## src/rtl/gvc_logfifo.sv

```systemverilog
module gvc_logfifo #(
  parameter int IW    = 5,
  parameter int DW    = 8,
  parameter int DEPTH = 4
) (
  input  logic          clk,
  input  logic          rst_n,
  input  logic          flush,
  input  logic          push,
  input  logic [IW-1:0] push_idx,
  input  logic [DW-1:0] push_diff,
  input  logic          pop,
  output logic          valid,
  output logic [IW-1:0] head_idx,
  output logic [DW-1:0] head_diff,
  output logic          overflow
);
  localparam int PW = (DEPTH > 1) ? $clog2(DEPTH) : 1;
  localparam int CW = $clog2(DEPTH + 1);
  localparam int EW = IW + DW;

  logic [EW-1:0] store [DEPTH];
  logic [PW-1:0] wp_q, wp_d, rp_q, rp_d;
  logic [CW-1:0] cnt_q, cnt_d;
  logic          ovf_q, ovf_d;
  logic          full, push_ok, pop_ok;

  assign full    = (cnt_q == CW'(DEPTH));
  assign valid   = (cnt_q != '0);
  assign push_ok = push && !full && !flush;
  assign pop_ok  = pop && valid && !flush;
  assign {head_idx, head_diff} = store[rp_q];
  assign overflow = ovf_q;

  function automatic logic [PW-1:0] bump(input logic [PW-1:0] p);
    return (p == PW'(DEPTH-1)) ? '0 : p + 1'b1;
  endfunction

  always_comb begin
    wp_d  = push_ok ? bump(wp_q) : wp_q;
    rp_d  = pop_ok  ? bump(rp_q) : rp_q;
    cnt_d = cnt_q + CW'(push_ok) - CW'(pop_ok);
    ovf_d = ovf_q | (push && full);
    if (flush) begin
      wp_d  = '0;
      rp_d  = '0;
      cnt_d = '0;
      ovf_d = 1'b0;
    end
  end

  always_ff @(posedge clk) begin
    if (push_ok) store[wp_q] <= {push_idx, push_diff};
  end

  always_ff @(posedge clk or negedge rst_n) begin
    if (!rst_n) begin
      wp_q  <= '0;
      rp_q  <= '0;
      cnt_q <= '0;
      ovf_q <= 1'b0;
    end else begin
      wp_q  <= wp_d;
      rp_q  <= rp_d;
      cnt_q <= cnt_d;
      ovf_q <= ovf_d;
    end
  end

  // a push into a full log is flagged
  assert_no_silent_drop_R8: assert property (@(posedge clk) disable iff (!rst_n)
    (push && full && !flush) |=> overflow);
  // occupancy stays within the storage
  assert_log_bound_R7: assert property (@(posedge clk) disable iff (!rst_n)
    cnt_q <= CW'(DEPTH));
endmodule

```

## config.mk

```make
export PLATFORM = sky130hd
export DESIGN_NAME = gvc_logfifo
export DESIGN_NICKNAME = d
export VERILOG_FILES = /design/src/rtl/gvc_logfifo.sv
export SDC_FILE = /design/constraint.sdc
export NUM_CORES = 1
export LEC_CHECK = 0
export BUFFER_PORTS_ARGS = -buffer_cell sky130_fd_sc_hd__buf_2
export CORE_MARGIN = 5
export CORE_UTILIZATION = 45
export DETAILED_ROUTE_END_ITERATION = 16
export GPL_TIMING_DRIVEN = 0
export PLACE_DENSITY = 0.65
export SLEW_MARGIN = 20
export SYNTH_ARGS = -nofsm -noshare
export SYNTH_HDL_FRONTEND = slang
export SYNTH_SLANG_ARGS = --single-unit
```

## constraint.sdc

```tcl
create_clock -name clk -period 5.6 [get_ports clk]
set_input_delay 0.84 -clock clk [delete_from_list [all_inputs] [get_ports clk]]
set_output_delay 0.84 -clock clk [all_outputs]
set_load 0.005 [all_outputs]
```

## After elaboration in Yosys (flattened, before gate mapping)

Memory sizes are Yosys's and may differ from the RTL's.
Cells that the tools add are included.
Widths: inputs -> output; s select.

| cells by class | value |
|---|---|
| add/sub/neg operators | 4 |
| $lt $le $gt $ge | 0 |
| equal/unequal tests | 3 |
| shift operators | 0 |
| reductions and logical operators | 10 |
| mux-type cells | 10 |
| multiply operators | 0 |
| bitwise operators | 1 |
| div/mod/pow operators | 0 |

Operator list:

| operator | number |
|---|---|
| $mux 2 | 6 |
| $logic_and 1x1->1 | 5 |
| $add 2x1->2 const B | 2 |
| $eq 2x2->1 const B | 2 |
| $reduce_bool 2->1 | 2 |
| $add 3x1->3 | 1 |
| $eq 3x3->1 const B | 1 |
| $mux 1 | 3 |
| $mux 3 | 1 |
| $reduce_bool 3->1 | 1 |
| $sub 3x1->3 | 1 |
| $logic_not 1->1 | 2 |
| $or 1x1->1 | 1 |

| word-level totals | value |
|---|---|
| register bits after elaboration | 8 |
| ROM bits | 0 |
| latch bits | 0 |
| logic and storage cells | 33 |
| memories kept | 1 |
| RAM bits | 52 |

Memories:

| name | depth | bits a word | rd ports | clocked after Yosys merged registers in | write ports | line | source |
|---|---|---|---|---|---|---|---|
| store | 4 | 13 | 1 | 0 | 1 | 22 | `logic [EW-1:0] store [DEPTH];` |

## Logic depth before layout (Yosys ltp)

Gate-level depths: netlist of run 1.

| logic depth | value |
|---|---|
| word-level depth | 7 |
| mapped depth | 10 |
| gate-level depth less buffers | 10 |

## Least setup slack after synthesis of run 1

Ideal clock, no wire load.

| timing | value |
|---|---|
| kind | input port to flip-flop |
| start point | in flush |
| end point | reg cnt_q[2] |
| data arrival time | 2.433 ns |
| cell stages on the path | 10 |
| required time | 5.468 ns |
| setup slack | 3.035 ns |
| path buffers | 1 |
| library setup time | 0.132 ns |
| cells stage by stage | clkbuf_1 > nor3_1 > inv_1 > ha_1 > inv_1 > ha_1 > inv_1 > fa_1 > xnor2_1 > nor2_1 |

| on the way | value |
|---|---|
| cells in the longest elaborated chain, start to end | 5 |
| elaborated cells on any way between the ends | 6 |

Ends and longest elaborated chain:

| what | line | source |
|---|---|---|
| from (decl) | 8 | `input logic flush,` |
| $logic_not 1->1 | 30, 31 |  |
| $logic_and 1x1->1 | 30 | `assign push_ok = push && !full && !flush;` |
| $add 3x1->3 | 42 | `cnt_d = cnt_q + CW'(push_ok) - CW'(pop_ok);` |
| $sub 3x1->3 | 42 |  |
| $mux 3 (*) | 44 | `if (flush) begin` |
| via cnt_d[2] | 24 | `logic [CW-1:0] cnt_q, cnt_d;` |
| to (signal assigned) | 65 | `cnt_q <= cnt_d;` |
| to (decl) | 24 |  |

Mark *: on every way through the listed nets, which the timed path passes. The rest lies on a longest branch.
A chain may end at the register's enable or synchronous reset.

## Worst setup path in the final report of run 1

Same ends and word-level chain as after synthesis.

==> key figures, run 1 <==
Final layout
  – Share of cells above drive strength 1: 36.25%
  – Highest-count cells in the layout ignoring fill and taps: sky130_fd_sc_hd__edfxtp_1 (52), sky130_fd_sc_hd__buf_2 (32), sky130_fd_sc_hd__mux4_2 (13), sky130_fd_sc_hd__clkbuf_8 (9), sky130_fd_sc_hd__dfrtp_1 (8)
  – Most frequent standard cell in the layout excluding fill and tap cells: sky130_fd_sc_hd__edfxtp_1
  – Final cell count without fillers: 230
  – Number of diodes added for antenna fixing: 0
  – Final net count: approximately 180
  – Area growth syn-to-layout: 15.92%
  – Final std cell area, no fill: between 2000 and 3000 um2

STA
  – Minimum setup slack in the final design: about 3000 ps
  – Final hold violations: 0
  – Pin slew with the least headroom to its limit: 746.0 ps
  – Achievable frequency: 394.8 MHz
  – Clock tree skew after final layout: 3.854 ps
  – Unrepaired setup endpoints after global routing: false
  – Setup Total Neg Slack: 0 ps
  – Pins Over Slew Limit: 0
  – Post-layout min period: 2533 ps
  – Ratio of final minimum period to clock period: 45.23%
  – Setup Viol. Count Final: 0
  – Normalized max-slew margin: between 50% and 60%

Floorplan
  – Width of the chip: 82.63 um
  – Overall die height: 82.63 um
  – CORE AREA: 5107 um2
  – Number of cell rows: 26
  – Die Area: 6827 um2
  – Ports: 33
  – Effective utilization at floorplan: 46.47%

Run
  – Count of maximum capacitance violations: 0

Synthesis
  – Yosys reg bits: 60
  – Top cell type by total area after synthesis: sky130_fd_sc_hd__edfxtp_1
  – Synth top area share: about two thirds
  – Total number of yosys warnings: 0
  – Register area share after synthesis: 74.22%
  – Largest cells by area after synthesis: sky130_fd_sc_hd__edfxtp_1 (66%), sky130_fd_sc_hd__mux4_2 (12%), sky130_fd_sc_hd__dfrtp_1 (8.4%), sky130_fd_sc_hd__ha_1 (3.2%), sky130_fd_sc_hd__xor2_1 (1.1%)
  – Count of different cell masters after synthesis: 23
  – Avg Synthesized Cell Area: 20.29 um2
  – Syn nets: 142
  – Post-synthesis instance area: 2374 um2
  – Cells after synthesis: 117

Setup path
  – WP data required: 5790 ps
  – Setup crit start kind: primary input
  – Length in cells of the worst reg-to-reg path: 10
  – Setup Crit Path Kind: in -> reg
  – Arrival time worst endpoint: 2720 ps
  – Largest fanout of any net on the critical path: 10
  – Crit. End Element: register

GRT
  – Via count of the first global-routing pass: between 1000 and 1500
  – Number of antenna violations at the first check in global routing: 0
  – Maximum number of pins on one net before global-route repair: 14
  – Overall overflow remaining after global route: 0
  – Total global routing track utilization: 13.82%
  – Global-route wire length before repair: between 6000 and 7000 um

Placement
  – GPL Wtd Cong: 0.7987
  – DP Area: 2616 um2
  – Cell count after placement: 218
  – Number of input and output port buffers inserted: 31
  – HPWL reported at the end of detailed placement: 2686 um
  – Dpl ws: between 2000 and 3000 ps

Pwr
  – Total net switching power: roughly 260 uW
  – Power density of the placed cells: 386.9 nW/um2
  – Switching power as a share of total power: 24.88%
  – Seq pwr share: 50.9%
  – Peak supply drop: around 0.23 mV
  – Leakage power: 1.000 nW
  – Design internal power: 799.6 uW
  – Share of total power in the clock network: 26.8%
  – Power share of the combinational group: 22.3%

Clock network
  – CTS buffer count: 9
  – Skew-Pair Late Insertion Delay: between 300 and 400 ps
  – Post-CTS setup buffer count: 0
  – Number of gates resized after CTS: 0
  – Number of buffers added to fix hold violations after cts: 0
  – CTS tree: built
  – CTS HTree Levels: 3
  – CTS clock-pin slew for the worst setup and hold paths: 60 ps
  – Clock root buffer: sky130_fd_sc_hd__clkbuf_8
  – Clk sinks: 60
  – Longest Clk Path Bufs: 2

Drt
  – Antenna viol nets, final: 0
  – Routed vias/inst: 5.135
  – Average wire length per cell after detail routing: 17.40 um
  – Total number of vias: 1181
  – Count of TritonRoute iterations in the first routing pass: 4
  – DR DRC count: 0
  – Violation count after the first detailed-routing iteration: 47
  – WL final: 4003 um

Run status
  – Outcome: finished clean

Min path
  – Tightest Hold Check Type: in -> async
==> layout make-up <==
cell class,count,area (um2)
Buffer,4,31.28
Clock buffer,11,131.4
Clock inverter,1,3.754
Fill cell,420,2356
Inverter,6,22.52
Multi-Input combinational cell,47,558.0
Sequential cell,60,1762
Tap cell,70,87.58
Timing Repair Buffer,31,155.1
==> power by group through the flow <==
stage | Clock (mW) | Sequential (mW) | Combinational (mW)
5_1_grt | 0.315 | 0.546 | 0.263
6_report | 0.285 | 0.542 | 0.238
2_1_floorplan | 0 | 0.545 | 0.164
4_1_cts | 0.295 | 0.542 | 0.246
3_3_place_gp | 0 | 0.548 | 0.235
3_5_place_dp | 0 | 0.551 | 0.244
==> critical path: stages <==
cell and delay, ps:
sky130_fd_sc_hd__clkbuf_1 210, sky130_fd_sc_hd__nor3_1 440, sky130_fd_sc_hd__inv_1 100, sky130_fd_sc_hd__ha_1 300, sky130_fd_sc_hd__inv_1 60, sky130_fd_sc_hd__ha_1 130
sky130_fd_sc_hd__inv_1 50, sky130_fd_sc_hd__fa_1 370, sky130_fd_sc_hd__xnor2_1 160, sky130_fd_sc_hd__nor2_1 50
==> Yosys cell counts <==
library cell                n
sky130_fd_sc_hd__buf_2      1
sky130_fd_sc_hd__edfxtp_1  52
sky130_fd_sc_hd__dfrtp_1    8
sky130_fd_sc_hd__o311ai_0   1
sky130_fd_sc_hd__inv_1      6
sky130_fd_sc_hd__xor2_1     3
sky130_fd_sc_hd__nor3_1     1
sky130_fd_sc_hd__nor2_1     6
sky130_fd_sc_hd__mux4_2    13
sky130_fd_sc_hd__o31ai_1    1
sky130_fd_sc_hd__nor2b_1    1
sky130_fd_sc_hd__xnor2_1    1
sky130_fd_sc_hd__a21oi_1    3
sky130_fd_sc_hd__and2_1     4
sky130_fd_sc_hd__buf_6      2
sky130_fd_sc_hd__clkbuf_1   1
sky130_fd_sc_hd__o21ai_0    2
sky130_fd_sc_hd__or4_1      1
sky130_fd_sc_hd__nor3b_2    1
sky130_fd_sc_hd__or3_2      1
sky130_fd_sc_hd__fa_1       1
sky130_fd_sc_hd__nand3b_1   1
sky130_fd_sc_hd__ha_1       6
==> layer usage <==
layer  wire length (um)  global-route usage (%)  vias up
li1                   -                       -      543
met1               1669                   15.29      595
met2               2074                   23.08       32
met3                166                   4.664       11
met4                 93                   8.170        0
met5                  0                       0        -
==> stage by stage <==
stage | hold WS (ps) | util (%) | total power, mW
floorplan | 485.9 | - | 0.7096
global placement | 478.7 | 51.22 | 0.7830
detailed placement | 525.0 | 51.22 | 0.7949
CTS | 342.2 | 53.87 | 1.083
global route | 343.6 | 53.87 | 1.124
finish | 352.7 | 53.87 | 1.064
==> state kept, by name (all words and copies together), names as in the netlist <==
name and flops:
rp_q 2, store 52, overflow 1, wp_q 2, cnt_q 3
==> path summary, 6_finish.rpt <==
| check | start | end | slack, ps |
|---|---|---|---|
| setup / recovery | flush | cnt_q[2]$_DFF_PN0_ | 3070 |
| hold reg to reg | overflow$_DFF_PN0_ | overflow$_DFF_PN0_ | 530 |
| setup reg to reg | cnt_q[2]$_DFF_PN0_ | cnt_q[2]$_DFF_PN0_ | 3270 |
| max in group asynchronous | rst_n | rp_q[1]$_DFFE_PN0P_ | 5080 |
| hold / removal | rst_n | cnt_q[0]$_DFF_PN0_ | 350 |
| min in group clk | overflow$_DFF_PN0_ | overflow$_DFF_PN0_ | 530 |
==> cells by family (layout without fill, tap and decap cells) <==
logic type | Yosys count | in the layout | synth area share [%]
flip-flops | 60 | 60 | 74.22
AO/OA/AOI/OAI | 7 | 7 | 1.740
AND/OR/NAND/NOR | 16 | 16 | 3.954
buffers and inverters | 10 | 53 | 2.266
XOR/XNOR | 4 | 4 | 1.476
multiplexers | 13 | 13 | 12.34
adder cells (fa/ha/maj) | 7 | 7 | 4.006
No activity file was read; power rests on OpenSTA's default activity.
==> inputs of run 2 (changes only) <==
--- a/config.mk
+++ b/config.mk
@@ -5,12 +5,13 @@
 export SDC_FILE = /design/constraint.sdc
 export NUM_CORES = 1
 export LEC_CHECK = 0
+export ABC_AREA = 1
 export BUFFER_PORTS_ARGS = -buffer_cell sky130_fd_sc_hd__buf_2
 export CORE_MARGIN = 5
 export CORE_UTILIZATION = 45
 export DETAILED_ROUTE_END_ITERATION = 16
 export GPL_TIMING_DRIVEN = 0
-export PLACE_DENSITY = 0.65
+export PLACE_DENSITY = 0.67
 export SLEW_MARGIN = 20
 export SYNTH_ARGS = -nofsm -noshare
 export SYNTH_HDL_FRONTEND = slang
==> constraint.sdc (replaced) <==
create_clock -name clk -period 2.3 [get_ports clk]
set_input_delay 0.345 -clock clk [delete_from_list [all_inputs] [get_ports clk]]
set_output_delay 0.345 -clock clk [all_outputs]
set_load 0.005 [all_outputs]
==> run 2 against run 1 <==
  * Clock power grew to 2.6 times the previous value
  * First-iteration DRC count grew 70%
  * Critical endpoint unchanged
  * Cell area grew 5.7%
==> key figures, run 2 <==
Run status
  – Outcome: finished clean

Synthesis
  – Ys flop type: sky130_fd_sc_hd__edfxtp_1
  – Total number of yosys warnings: 0 (unchanged)
  – Largest cells by area after synthesis: sky130_fd_sc_hd__edfxtp_1 (63%), sky130_fd_sc_hd__dfrtp_1 (8.0%), sky130_fd_sc_hd__nor2_1 (5.6%), sky130_fd_sc_hd__o21ai_1 (3.6%), sky130_fd_sc_hd__ha_1 (3.0%)
  – Post-synthesis instance area: 2490 um2 (+4.9%)
  – Post-synthesis simple-gate area fraction: 10.35% (+6.4 points)
  – Async set-reset flop share out of synthesis: 13.33% (unchanged)
  – Cells after synthesis: 191 (+63%)
  – Yosys reg bits: 60 (unchanged)
  – Synth Area in Adders: 3.819% (-0.19 points)
  – Synth top area share: 62.71% (-3.1 points)
  – Most frequently used cell type in the post-synthesis netlist: sky130_fd_sc_hd__edfxtp_1
  – Dominant combinational cell family by area after synthesis: simple AND/OR/NAND/NOR gates
  – Register area share after synthesis: 70.75% (-3.5 points)
  – Number of synthesized flops with an enable pin: 52 (unchanged)
  – Avg Synthesized Cell Area: 13.04 um2 (-36%)
  – Area share of xor/xnor cells in the synthesized design: 0% (-1.5 points)
  – Share of cell area taken by muxes after synthesis: 0% (-12 points)
  – Syn nets: 216 (+52%)
  – Top cell type by total area after synthesis: sky130_fd_sc_hd__edfxtp_1
  – Compound-Gate Fraction of Synth Area: 9.397% (+7.7 points)
  – Count of different cell masters after synthesis: 21 (-8.7%)
  – Top cell types by occurrence after synthesis: sky130_fd_sc_hd__edfxtp_1 (52), sky130_fd_sc_hd__nor2_1 (37), sky130_fd_sc_hd__o21ai_1 (18)

Final layout
  – Number of filler cells placed in the layout: 472 (+12%)
  – Highest-count cells in the layout ignoring fill and taps: sky130_fd_sc_hd__edfxtp_1 (52), sky130_fd_sc_hd__nor2_1 (33), sky130_fd_sc_hd__buf_2 (32), sky130_fd_sc_hd__o21ai_1 (18), sky130_fd_sc_hd__inv_1 (12)
  – Area growth syn-to-layout: 16.83%
  – Max reg flops: 52 (unchanged)
  – Number of diodes added for antenna fixing: 0 (unchanged)
  – Finished Core Util: 53.49% (-0.39 points)
  – Share of cells above drive strength 1: 25.94% (-10 points)
  – Registers with the most flip-flops: store: 52 flops, cnt_q: 3 flops
  – Final std cell area, no fill: 2909 um2 (+5.7%)
  – Most frequent standard cell in the layout excluding fill and tap cells: sky130_fd_sc_hd__edfxtp_1
  – Largest register by flop count: store
  – Final net count: 260 (+41%)

Pwr
  – Leakage power: 1.126 nW (+13%)
  – Seq pwr share: 45.2% (-5.7 points)
  – Peak supply drop: 0.6113 mV (+170%)
  – Total net switching power: 946.2 uW (+260%)
  – Share of total power in the clock network: 24.5% (-2.3 points)
  – Power share of the combinational group: 30.3% (+8.0 points)
  – Switching power as a share of total power: 31.65% (+6.8 points)
  – Design internal power: 2.044 mW (+160%)
  – Power density of the placed cells: 1028 nW/um2 (+170%)

GRT
  – Via count of the first global-routing pass: 1555 (+20%)
  – Number of antenna violations at the first check in global routing: 0 (unchanged)
  – GRT met3 Usage: 3.042% (-1.6 points)
  – GRT met1 Usage: 18.69% (+3.4 points)
  – Global-route wire length before repair: 7700 um (+19%)
  – Overall overflow remaining after global route: 0 (unchanged)
  – GRT busiest layer: met2
  – Maximum number of pins on one net before global-route repair: 14 (unchanged)
  – Total global routing track utilization: 14.29% (+0.47 points)
  – Met2 usage: 22.53% (-0.55 points)

Setup path
  – Crit. End Element: register
  – Largest fanout of any net on the critical path: 4 (-6)
  – WP data required: 2510 ps (-3280 ps)
  – Cell breakdown of the critical path: nor2_2, nand2_1, nand2_1, nor2_1, ha_1, inv_1, ha_1, inv_1, fa_1, a21oi_1, nor2_1
  – Worst-path cell with the longest stage delay: sky130_fd_sc_hd__dfrtp_1
  – Critical Path Max Stage Delay: 430 ps (about the same)
  – Arrival time worst endpoint: 2320 ps (-400 ps)
  – Setup crit start kind: register
  – Setup Crit Path Kind: reg -> reg

Placement
  – GPL Wtd Cong: 0.7602 (-4.8%)
  – DP Area: 2750 um2 (+5.1%)
  – HPWL reported at the end of detailed placement: 3121 um (+16%)
  – Number of input and output port buffers inserted: 32 (+3.2%)

STA
  – Pins Over Slew Limit: 0 (unchanged)
  – Achievable frequency: 474.4 MHz
  – Pin slew with the least headroom to its limit: 811.7 ps (+65.71 ps)
  – Final hold violations: 0 (unchanged)
  – Clock tree skew after final layout: 7.632 ps (+3.778 ps)
  – Normalized max-slew margin: 45.83% (-4.4 points)
  – Post-layout min period: between 2000 and 2500 ps
  – Setup Viol. Count Final: 0 (unchanged)
  – Ratio of final minimum period to clock period: between 90% and 100%
  – Unrepaired setup endpoints after global routing: false
  – Setup Total Neg Slack: 0 ps (unchanged)

Clock network
  – Post-CTS setup buffer count: 0 (unchanged)
  – CTS buffer count: 9 (unchanged)
  – CTS tree: built
  – Clock root buffer: sky130_fd_sc_hd__clkbuf_8
  – Clk sinks: 60 (unchanged)
  – Skew-Pair Late Insertion Delay: 320 ps (about the same)
  – CTS HTree Levels: 3 (unchanged)
  – Longest Clk Path Bufs: 2 (unchanged)
  – CTS clock-pin slew for the worst setup and hold paths: 60 ps (about the same)

Floorplan
  – Ports: 33 (unchanged)
  – CORE AREA: 5439 um2 (+6.5%)
  – Die Area: 7121 um2 (+4.3%)
  – Number of cell rows: 27 (+3.8%)
  – Overall die height: 84.39 um (+2.1%)
  – Width of the chip: 84.39 um (+2.1%)
  – Effective utilization at floorplan: 45.78% (-0.69 points)

Drt
  – Total number of vias: 1582 (+34%)
  – DR DRC count: 0 (unchanged)
  – Routed vias/inst: 5.087 (-0.93%)
  – Average wire length per cell after detail routing: 15.53 um (-11%)
  – WL final: 4829 um (+21%)
  – Count of TritonRoute iterations in the first routing pass: 4 (unchanged)
  – Antenna viol nets, final: 0 (unchanged)
  – Violation count after the first detailed-routing iteration: 80 (+70%)

Run
  – Count of maximum capacitance violations: 0 (unchanged)

Min path
  – Tightest Hold Check Type: in -> reg
==> run 2: cell types whose count changed in the layout (fill, tap and decap cells not counted), moves of 11 or more <==
cell                      before  now
sky130_fd_sc_hd__nand2_1       0   11
sky130_fd_sc_hd__o22ai_1       0   11
sky130_fd_sc_hd__nor2_1        6   33
sky130_fd_sc_hd__o21ai_1       0   18
sky130_fd_sc_hd__mux4_2       13    0
==> run 2: what timing repair did <==
action / 4_1_cts / 5_1_grt
hold buffers: 1 / 0
endpoints found under the hold margin: 8 / 0
gates resized for setup: 0 / 0
endpoints found under the setup margin: 0 / 0
==> run 2: cells by family after synthesis <==
group                      Yosys count
AOI/OAI and AO/OA                   41
buffers and inverters               22
DFF                                 60
and+or+nand+nor                     61
adders and majority gates            7
==> run 2: layout make-up <==
| class | instances | area, um2 | share of cell area [%] |
|---|---|---|---|
| Timing Repair Buffer | 33 | 170.2 | 5.849 |
| Clock buffer | 11 | 131.4 | 4.516 |
| Inverter | 15 | 56.30 | 1.935 |
| Tap cell | 72 | 90.09 | 3.097 |
| Multi-Input combinational cell | 109 | 596.8 | 20.52 |
| Sequential cell | 60 | 1762 | 60.56 |
| Clock inverter | 4 | 17.52 | 0.6022 |
| Buffer | 7 | 85.08 | 2.925 |
==> run 2: path summary, 6_finish.rpt <==
kind,startpoint,to,slack [ps],depth (start not counted)
max,cnt_q[1]$_DFF_PN0_,cnt_q[2]$_DFF_PN0_,190,11
min,push_idx[4],store[2][12]$_DFFE_PP_,240,1
max reg2reg,cnt_q[1]$_DFF_PN0_,cnt_q[2]$_DFF_PN0_,190,11
min reg2reg,overflow$_DFF_PN0_,overflow$_DFF_PN0_,520,2
max in group asynchronous,rst_n,cnt_q[0]$_DFF_PN0_,1710,2
min in group asynchronous,rst_n,cnt_q[1]$_DFF_PN0_,410,2
==> run 2: power by group through the flow <==
stage	Sequential [mW]	Combinational [mW]	Clock (mW)
2_1_floorplan	1.36	0.586	0
3_3_place_gp	1.37	0.903	0
3_5_place_dp	1.37	0.920	0
4_1_cts	1.35	0.923	0.755
5_1_grt	1.36	1.02	0.803
6_report	1.35	0.905	0.733
==> run 2: worst max-delay path: cells and delay by family, from the launching register on <==
| family | cells | cell delay, ps |
|---|---|---|
| adder cells (fa/ha/maj) | 3 | 800 |
| flip-flops | 1 | 430 |
| buffers and inverters | 2 | 110 |
| AND/OR/NAND/NOR | 5 | 520 |
| AO/OA/AOI/OAI | 1 | 130 |
==> run 2: layer usage <==
layer,share of wire (%),routed length [um]
met1,43,2069
met2,51,2461
met3,5.2,252
met4,0.93,45
met5,0,0
==> run 2: stage by stage <==
stage / setup slack (ps) / power [mW] / hold slack [ps] / cells
2_1_floorplan: 364.9 / 1.948 / 49.41 / 191
3_3_place_gp: 76.27 / 2.275 / 199.7 / 295
3_5_place_dp: 217.1 / 2.294 / 202.9 / 295
4_1_cts: 190.5 / 3.031 / 220.2 / 311
5_1_grt: 32.81 / 3.185 / 221.7 / 311
6_report: 191.9 / 2.990 / 237.3 / 311
==> inputs of run 3 (changes only) <==
--- a/config.mk
+++ b/config.mk
@@ -11,7 +11,7 @@
 export CORE_UTILIZATION = 45
 export DETAILED_ROUTE_END_ITERATION = 16
 export GPL_TIMING_DRIVEN = 0
-export PLACE_DENSITY = 0.67
+export PLACE_DENSITY = 0.76
 export SLEW_MARGIN = 20
 export SYNTH_ARGS = -nofsm -noshare
 export SYNTH_HDL_FRONTEND = slang
==> run 3 against run 2 <==
  * Sequential power barely moved
  * Die area stayed put
  * First-iteration DRC count down 14%
==> key figures, run 3 (synthesis gave the netlist of run 2 again) <==
Clock network
  – Number of gates resized after CTS: 0 (unchanged)
  – Longest Clk Path Bufs: 2 (unchanged)
  – CTS buffer count: 9 (unchanged)
  – CTS clock-pin slew for the worst setup and hold paths: 70 ps (about the same)
  – Clock root buffer: sky130_fd_sc_hd__clkbuf_8
  – CTS tree: built
  – CTS HTree Levels: 3 (unchanged)
  – Skew-Pair Late Insertion Delay: 330 ps (about the same)
  – Clk sinks: 60 (unchanged)

Run
  – Count of maximum capacitance violations: 0 (unchanged)

STA
  – Normalized max-slew margin: 47.58% (+1.7 points)
  – Post-layout min period: 2103 ps (-4.775 ps)
  – Setup Viol. Count Final: 0 (unchanged)
  – Final hold violations: 0 (unchanged)
  – Clock tree skew after final layout: 6.068 ps (-1.564 ps)
  – Setup Total Neg Slack: 0 ps (unchanged)
  – Ratio of final minimum period to clock period: 91.45% (-0.21 points)
  – Pin slew with the least headroom to its limit: 785.5 ps (-26.16 ps)
  – Hold Slack: 217.0 ps (-20.30 ps)
  – Pins Over Slew Limit: 0 (unchanged)
  – Achievable frequency: 475.4 MHz (+0.23%)
  – Unrepaired setup endpoints after global routing: false

Min path
  – Number of cells on the worst hold path: 1 (unchanged)
  – Tightest Hold Check Type: in -> reg

Drt
  – DR DRC count: 0 (unchanged)
  – Average wire length per cell after detail routing: 15.43 um (-0.63%)
  – Count of TritonRoute iterations in the first routing pass: 4 (unchanged)
  – WL final: 4814 um (-0.31%)
  – Highest routed layer: met4
  – Antenna viol nets, final: 0 (unchanged)
  – Routed vias/inst: 5.125 (+0.75%)
  – Total number of vias: 1599 (+1.1%)
  – Sum of routed wire segments on met1: 1956 um (-5.5%)
  – Violation count after the first detailed-routing iteration: 69 (-14%)
  – Met3 WL: 289 um (+15%)
  – Routed length on met2: 2498 um (+1.5%)

GRT
  – Via count of the first global-routing pass: 1548 (-0.45%)
  – Global-route wire length before repair: 7693 um (about the same)
  – Number of antenna violations at the first check in global routing: 0 (unchanged)
  – Total global routing track utilization: 14.46% (+0.17 points)
  – Maximum number of pins on one net before global-route repair: 14 (unchanged)
  – Overall overflow remaining after global route: 0 (unchanged)

Pwr
  – Peak supply drop: 0.5833 mV (-4.6%)
  – Power density of the placed cells: 1073 nW/um2 (+4.4%)
  – Total chip power: 3.167 mW (+5.9%)
  – Leakage power: 1.139 nW (+1.1%)

Final layout
  – Most frequent standard cell in the layout excluding fill and tap cells: sky130_fd_sc_hd__edfxtp_1
  – Largest register by flop count: store
  – Share of cells above drive strength 1: 27.08% (+1.1 points)
  – Registers with the most flip-flops: store: 52 flops, cnt_q: 3 flops
  – Final net count: 260 (unchanged)
  – Area growth syn-to-layout: 18.49%
  – Max reg flops: 52 (unchanged)
  – Final cell count without fillers: 312 (+0.32%)
  – Highest-count cells in the layout ignoring fill and taps: sky130_fd_sc_hd__edfxtp_1 (52), sky130_fd_sc_hd__nor2_1 (33), sky130_fd_sc_hd__buf_2 (32), sky130_fd_sc_hd__o21ai_1 (18), sky130_fd_sc_hd__inv_1 (12)
  – Number of diodes added for antenna fixing: 0 (unchanged)

Floorplan
  – Number of cell rows: 27 (unchanged)
  – Effective utilization at floorplan: 45.78% (unchanged)
  – Width of the chip: 84.39 um (unchanged)
  – Overall die height: 84.39 um (unchanged)
  – Die Area: 7121 um2 (unchanged)
  – Ports: 33 (unchanged)
  – CORE AREA: 5439 um2 (unchanged)

Setup path
  – Setup crit start kind: register
  – Largest fanout of any net on the critical path: 4 (unchanged)
  – Reg2Reg Setup Slack: 200 ps (about the same)
  – Crit. End Element: register
  – Length in cells of the worst reg-to-reg path: 12 (+1)
  – WP data required: 2570 ps (+60 ps)
  – Setup Crit Path Kind: reg -> reg
  – Arrival time worst endpoint: 2370 ps (+50 ps)

Placement
  – Number of input and output port buffers inserted: 32 (unchanged)
  – HPWL reported at the end of detailed placement: 3083 um (-1.2%)
  – Cell count after placement: 295 (unchanged)
  – GPL Wtd Cong: 0.7898 (+3.9%)

Run status
  – Outcome: finished clean
==> run 3: changes by cell type in the layout (fill, tap and decap cells not counted) <==
cell | before | now
sky130_fd_sc_hd__clkbuf_1 | 2 | 0
sky130_fd_sc_hd__clkinvlp_4 | 0 | 2
sky130_fd_sc_hd__clkinv_2 | 2 | 1
sky130_fd_sc_hd__inv_6 | 0 | 1
sky130_fd_sc_hd__bufinv_16 | 0 | 1
==> run 3: cell type report <==
type / instances / area [um2]
plain buffers: 7 / 85.08
clock buffers: 9 / 123.9
clock inverters: 7 / 66.31
fillers: 459 / 2489
inverters: 15 / 56.30
multi-input cells: 109 / 596.8
flip-flops and latches: 60 / 1762
well taps: 72 / 90.09
repair buffers: 33 / 170.2
==> run 3: worst paths after layout <==
path | from | endpoint
max in group asynchronous | rst_n | cnt_q[0]$_DFF_PN0_
min reg2reg | overflow$_DFF_PN0_ | overflow$_DFF_PN0_
max reg2reg | cnt_q[1]$_DFF_PN0_ | cnt_q[2]$_DFF_PN0_
max | cnt_q[1]$_DFF_PN0_ | cnt_q[2]$_DFF_PN0_
min in group asynchronous | rst_n | cnt_q[2]$_DFF_PN0_
min | push_diff[7] | store[0][7]$_DFFE_PP_
==> run 3: per-stage QoR <==
step	util (%)	area (um2)	worst slack [ps]
after global placement	50.38	2740	95.13
after global routing	54.24	2950	30.83
after CTS	54.24	2950	203.9
after detailed placement	50.56	2750	233.6
after floorplan	-	2490	364.9
final	54.24	2950	196.7
==> run 3: power by group <==
part           switching (mW)  internal [mW]  leakage [nW]  total (mW)
logic                   0.526          0.379         0.468       0.906
registers              0.0631           1.29         0.579        1.35
clock network           0.415          0.494        0.0907       0.908
==> run 3: routing by layer <==
layer | vias to the layer above | GRT usage, %
met3 | 8 | 5.790
met1 | 768 | 17.54
met5 | - | 0
met2 | 49 | 23.46
li1 | 774 | -
met4 | 0 | 5.180
==> run 3: timing repair <==
| action | in CTS | in global routing |
|---|---|---|
| endpoints found under the hold margin | 8 | 0 |
| hold buffers | 1 | 0 |
| setup buffers | 0 | 0 |
==> run 3: worst max-delay path: stages (launching register included) <==
cell and delay, ps:
sky130_fd_sc_hd__dfrtp_1 440, sky130_fd_sc_hd__nor2_2 170, sky130_fd_sc_hd__nand2_1 140, sky130_fd_sc_hd__nand2_1 130, sky130_fd_sc_hd__nor2_1 50, sky130_fd_sc_hd__ha_1 280
sky130_fd_sc_hd__inv_1 50, sky130_fd_sc_hd__ha_1 130, sky130_fd_sc_hd__inv_1 50, sky130_fd_sc_hd__fa_1 370, sky130_fd_sc_hd__nand3_1 90, sky130_fd_sc_hd__nand2_1 50
sky130_fd_sc_hd__nor2_1 90
